File: src/rtl/uart_tx_parity_pkg.sv
`timescale 1ns/1ps
package uart_tx_parity_pkg;
  typedef enum logic [2:0] {
    ST_IDLE  = 3'd0,
    ST_START = 3'd1,
    ST_WAIT  = 3'd2,
    ST_SHIFT = 3'd3,
    ST_STOP  = 3'd4
  } txp_state_e;
endpackage

File: src/rtl/txp_cmd_edge.sv
`timescale 1ns/1ps
module txp_cmd_edge #(
  parameter int SYNC_STAGES = 2
) (
  input  logic clk,
  input  logic rst,
  input  logic cmd_lvl,
  output logic cmd_pulse
);
  // SYNC_STAGES flops of synchronizer plus one history flop for edge detect
  logic [SYNC_STAGES:0] sync_q;

  always_ff @(posedge clk) begin
    if (rst) sync_q <= '0;
    else     sync_q <= {sync_q[SYNC_STAGES-1:0], cmd_lvl};
  end

  assign cmd_pulse = sync_q[SYNC_STAGES-1] & ~sync_q[SYNC_STAGES];


  pulse_single_chk: assert property (@(posedge clk) disable iff (rst)
    cmd_pulse |=> !cmd_pulse);
endmodule

File: src/rtl/txp_parity.sv
`timescale 1ns/1ps
module txp_parity #(
  parameter int DATA_W = 8
) (
  input  logic [DATA_W-1:0] data,
  output logic              par
);
  logic [DATA_W:0] chain;
  assign chain[0] = 1'b0;
  for (genvar i = 0; i < DATA_W; i++) begin : g_xor
    assign chain[i+1] = chain[i] ^ data[i];
  end
  assign par = chain[DATA_W];
endmodule

File: src/rtl/txp_frame_fsm.sv
`timescale 1ns/1ps
module txp_frame_fsm
  import uart_tx_parity_pkg::*;
#(
  parameter int DATA_W        = 8,
  parameter int TICKS_PER_BIT = 16
) (
  input  logic              clk,
  input  logic              rst,
  input  logic              tick,
  input  logic              start_pulse,
  input  logic [DATA_W-1:0] data,
  input  logic              par,
  output logic              txd,
  output logic              busy
);
  localparam int CNT_W = (TICKS_PER_BIT > 1) ? $clog2(TICKS_PER_BIT) : 1;
  localparam int BIT_W = $clog2(DATA_W + 2);
  localparam int SH_W  = DATA_W + 1;
  localparam logic [CNT_W-1:0] LAST_CNT = CNT_W'(TICKS_PER_BIT - 1);
  localparam logic [BIT_W-1:0] LAST_BIT = BIT_W'(DATA_W + 1);

  txp_state_e        state;
  logic [CNT_W-1:0]  cnt;
  logic [BIT_W-1:0]  bitn;
  logic [SH_W-1:0]   sh;
  logic              txd_q;
  logic              busy_q;
  logic              bit_end;

  assign bit_end = tick && (cnt == LAST_CNT);

  always_ff @(posedge clk) begin
    if (rst) begin
      state  <= ST_IDLE;
      cnt    <= '0;
      bitn   <= '0;
      sh     <= '0;
      txd_q  <= 1'b1;
      busy_q <= 1'b0;
    end else begin
      case (state)
        ST_IDLE: begin
          if (start_pulse) begin
            sh     <= {par, data};
            cnt    <= '0;
            bitn   <= '0;
            txd_q  <= 1'b0;
            busy_q <= 1'b1;
            state  <= ST_START;
          end
        end
        ST_START: begin
          if (bit_end) begin
            cnt   <= '0;
            txd_q <= sh[0];
            state <= ST_SHIFT;
          end else if (tick) begin
            cnt <= cnt + 1'b1;
          end
        end
        ST_WAIT: begin
          if (bit_end) begin
            cnt <= '0;
            if (bitn == LAST_BIT) begin
              txd_q <= 1'b1;
              state <= ST_STOP;
            end else begin
              txd_q <= sh[0];
              state <= ST_SHIFT;
            end
          end else if (tick) begin
            cnt <= cnt + 1'b1;
          end
        end
        ST_SHIFT: begin
          sh    <= {1'b1, sh[SH_W-1:1]};
          bitn  <= bitn + 1'b1;
          cnt   <= {{(CNT_W-1){1'b0}}, tick};
          state <= ST_WAIT;
        end
        ST_STOP: begin
          if (bit_end) begin
            cnt    <= '0;
            busy_q <= 1'b0;
            state  <= ST_IDLE;
          end else if (tick) begin
            cnt <= cnt + 1'b1;
          end
        end
        default: state <= ST_IDLE;
      endcase
    end
  end

  assign txd  = txd_q;
  assign busy = busy_q;


  idle_high_chk: assert property (@(posedge clk) disable iff (rst)
    !busy_q |-> txd_q);

  start_low_chk: assert property (@(posedge clk) disable iff (rst)
    $rose(busy_q) |-> !txd_q);

  line_on_tick_chk: assert property (@(posedge clk) disable iff (rst)
    !$stable(txd_q) |-> ($past(tick) || $rose(busy_q)));

  accept_pulse_chk: assert property (@(posedge clk) disable iff (rst)
    $rose(busy_q) |-> $past(start_pulse));

  busy_end_chk: assert property (@(posedge clk) disable iff (rst)
    $fell(busy_q) |-> ($past(state) == ST_STOP && $past(tick)));
endmodule

File: src/rtl/uart_tx_parity.sv
`timescale 1ns/1ps
module uart_tx_parity #(
  parameter int DATA_W        = 8,
  parameter int TICKS_PER_BIT = 16,
  parameter int SYNC_STAGES   = 2
) (
  input  logic              clk,
  input  logic              rst,
  input  logic              baud_tick,
  input  logic              send_cmd,
  input  logic [DATA_W-1:0] tx_data,
  output logic              txd,
  output logic              busy
);
  logic send_pulse;
  logic par_bit;

  txp_cmd_edge #(.SYNC_STAGES(SYNC_STAGES)) u_edge (
    .clk       (clk),
    .rst       (rst),
    .cmd_lvl   (send_cmd),
    .cmd_pulse (send_pulse)
  );

  txp_parity #(.DATA_W(DATA_W)) u_par (
    .data (tx_data),
    .par  (par_bit)
  );

  txp_frame_fsm #(.DATA_W(DATA_W), .TICKS_PER_BIT(TICKS_PER_BIT)) u_fsm (
    .clk         (clk),
    .rst         (rst),
    .tick        (baud_tick),
    .start_pulse (send_pulse),
    .data        (tx_data),
    .par         (par_bit),
    .txd         (txd),
    .busy        (busy)
  );
endmodule

File: config.mk
export PLATFORM = sky130hd
export DESIGN_NAME = uart_tx_parity
export DESIGN_NICKNAME = d
export VERILOG_FILES = /design/src/rtl/uart_tx_parity_pkg.sv /design/src/rtl/txp_cmd_edge.sv /design/src/rtl/txp_parity.sv /design/src/rtl/txp_frame_fsm.sv /design/src/rtl/uart_tx_parity.sv
export SDC_FILE = /design/constraint.sdc
export NUM_CORES = 1
export LEC_CHECK = 0
export BUFFER_PORTS_ARGS = -buffer_cell sky130_fd_sc_hd__buf_2
export CORE_UTILIZATION = 35
export DETAILED_ROUTE_END_ITERATION = 7
export GPL_TIMING_DRIVEN = 0
export REMOVE_ABC_BUFFERS = 1
export SLEW_MARGIN = 25
export SYNTH_ARGS = -nofsm -noshare
export SYNTH_HDL_FRONTEND = slang
export SYNTH_SLANG_ARGS = --single-unit
File: constraint.sdc
create_clock -name clk -period 4.8 [get_ports clk]
set_clock_uncertainty 0.2 [all_clocks]
set_input_delay 0.24 -clock clk [delete_from_list [all_inputs] [get_ports clk]]
set_output_delay 0.24 -clock clk [all_outputs]
set_load 0.03 [all_outputs]
==> metrics.txt <==
status completed; CTS tree built; buffer depth of the longest clock path 2; Critical Path RT 4750 ps; Via density 5.26; async set-reset flop share out of synthesis 0%; hpwl dp 1.81 mm; VDD IR max 0.127 mV; f_max 465 MHz; Routed Wire Length 2.58 mm; Core Rows 22; Pint 0.299 mW; first-pass GRT wire length 4.63 mm; Starting Density 36.3%; diode count 0; WS Path Type reg -> reg; Max Slew Vio Count 0; clk_lat worst skew 270 ps; IO Pins 14; Seq pwr share 54.3%; Net Switching 0.105 mW; final worst-path cycle share 44.8%; layout cells sized above 1 15.9%; DRT iter0 DRCs 61; setup violators final 0; number of synthesized flops with an enable pin 0; top-count cell post-synth dfxtp_1; routed length per instance 12.6 microns; CORE AREA 3660 sq um; RSZ-0062 raised after global routing false; Synth top cells by count dfxtp_1, nor2_1; setup_tns 0 ps; Area contributors post-synth dfxtp_1, xnor2_1, a211oi_1; initial antenna violation count 0; largest net degree at the start of global routing 25; Clock transition at path regs 90 ps; final hold vios 0; grt ovf 0; first-pass detailed-route iteration total 4; remaining antenna violation count 0; clock share of power 33.4%; placed insts 200; Pleak 0.543 nW; Yosys reg bits 25; Mapped Area 1330 sq um; Synth Flop Type dfxtp_1; combinational power share 12.3%; final worst path period need 2150 ps; sw frac 26.1%; H-tree level count 1; P&R area growth vs syn 10.1%; Vert. Die Dim 63.6 microns; vias in the first global route 1013; Num CTS Buffers 3; Resized Gates After CTS 0; post-synth top area share 37.6%; vias 1078; Yosys warning count 0; Non-Filler Instances 205; die width 63.6 microns; Avg Cell Area, Syn 8.99 sq um; PwrDens 276 nW/um^2; dominant cell type by area after synthesis dfxtp_1; endpoint class of the critical path flop; post-synth cell types 45; class of the worst hold path in -> reg; largest fanout on the critical path 15; clock root buffer master clkbuf_8; Slew headroom 57.1%; Cells on Worst Hold Path 3; critical path data arrival time 2100 ps; Startpoint Class flop; sequential-to-total area share from yosys stat 37.6%; Die Area 4050 sq um; Syn Inst Count 148; All-Layer GR Usage 14.5%; final net count 173; Max Cap Viol 0; DRC Markers 0; worst-margin pin slew 642 ps; R2R depth 4; Placer Congestion 0.749; clock sinks 25; port bufs 13
[sequential cells by signal (all words and copies together), names as in the netlist]
name / flops
u_fsm.cnt: 4
u_fsm.bitn: 4
u_edge.sync_q: 3
u_fsm.busy: 1
u_fsm.txd: 1
u_fsm.state: 3
u_fsm.sh: 9
[layout make-up]
cell class | count | area [sq um]
tap | 48 | 60.1
inverter | 7 | 26.3
fill | 379 | 2200
clock buffer | 3 | 41.3
timing repair buffer | 14 | 75.1
multi-input combinational | 107 | 752
clock inverter | 1 | 8.76
sequential | 25 | 500
[power by group through the flow]
stage                     combinational, mW  sequential [mW]  clock, mW
after CTS                            0.0503            0.219      0.143
after floorplan                      0.0312            0.226          0
final                                0.0499            0.219      0.135
after global routing                 0.0559            0.221      0.146
after detailed placement             0.0492            0.224          0
after global placement               0.0481            0.224          0
[critical path: stages (launching register included)]
cell	delay, ps
dfxtp_1	470
or2_1	400
nor3b_4	570
mux2i_1	290
a211oi_2	90
[logic make-up after synthesis]
| group | Yosys count | share of synthesized area, % |
|---|---|---|
| flops | 25 | 37.6 |
| mux | 6 | 4.89 |
| xor+xnor | 9 | 5.93 |
| fa+ha+maj | 3 | 2.82 |
| buf+inv | 16 | 5.83 |
| compound gates | 43 | 23.4 |
| simple gates | 46 | 19.5 |
[final timing paths]
path / slack (ps) / end / from
setup / recovery: 2650 / u_fsm.sh[7] / u_fsm.state[0]
setup reg to reg: 2650 / u_fsm.sh[7] / u_fsm.state[0]
hold reg to reg: 260 / u_edge.sync_q[1] / u_edge.sync_q[0]
hold / removal: 60 / u_fsm.sh[3] / tx_data[3]
[per-layer routing]
metal / global-route usage, % / part of all wire (%) / vias to the layer above
met5: 0 / 0 / -
met3: 4.35 / 3.6 / 2
li1: - / - / 555
met1: 19.6 / 50 / 504
met2: 22.6 / 45 / 17
met4: 2.56 / 0.58 / 0
[cell usage in the layout (no fill, tap or decap), drive strengths merged, types with 6 or more instances in the layout]
master / instances
a211oi: 8
a21oi: 7
buf: 13
dfxtp: 25
inv: 8
nand2: 6
nor2: 13
nor3: 6
o21ai: 8
xnor2: 7
[through the flow]
step / instance area (sq um) / total power, mW / setup WS, ps / utilization (%) / hold slack [ps]
final: 1460 / 0.404 / 2650 / 40.0 / 59.2
after global routing: 1460 / 0.423 / 2460 / 40.0 / 80.8
after CTS: 1460 / 0.412 / 2660 / 40.0 / 42.2
after detailed placement: 1400 / 0.273 / 2670 / 38.3 / 237
after floorplan: 1280 / 0.257 / 2900 / - / 105
after global placement: 1400 / 0.272 / 2710 / 38.3 / 226
[timing repair]
action                                 4_1_cts  5_1_grt
hold buffers                                 1        0
setup buffers                                0        0
endpoints found under the hold margin        1        0
Power figures use the tool's default switching activity.
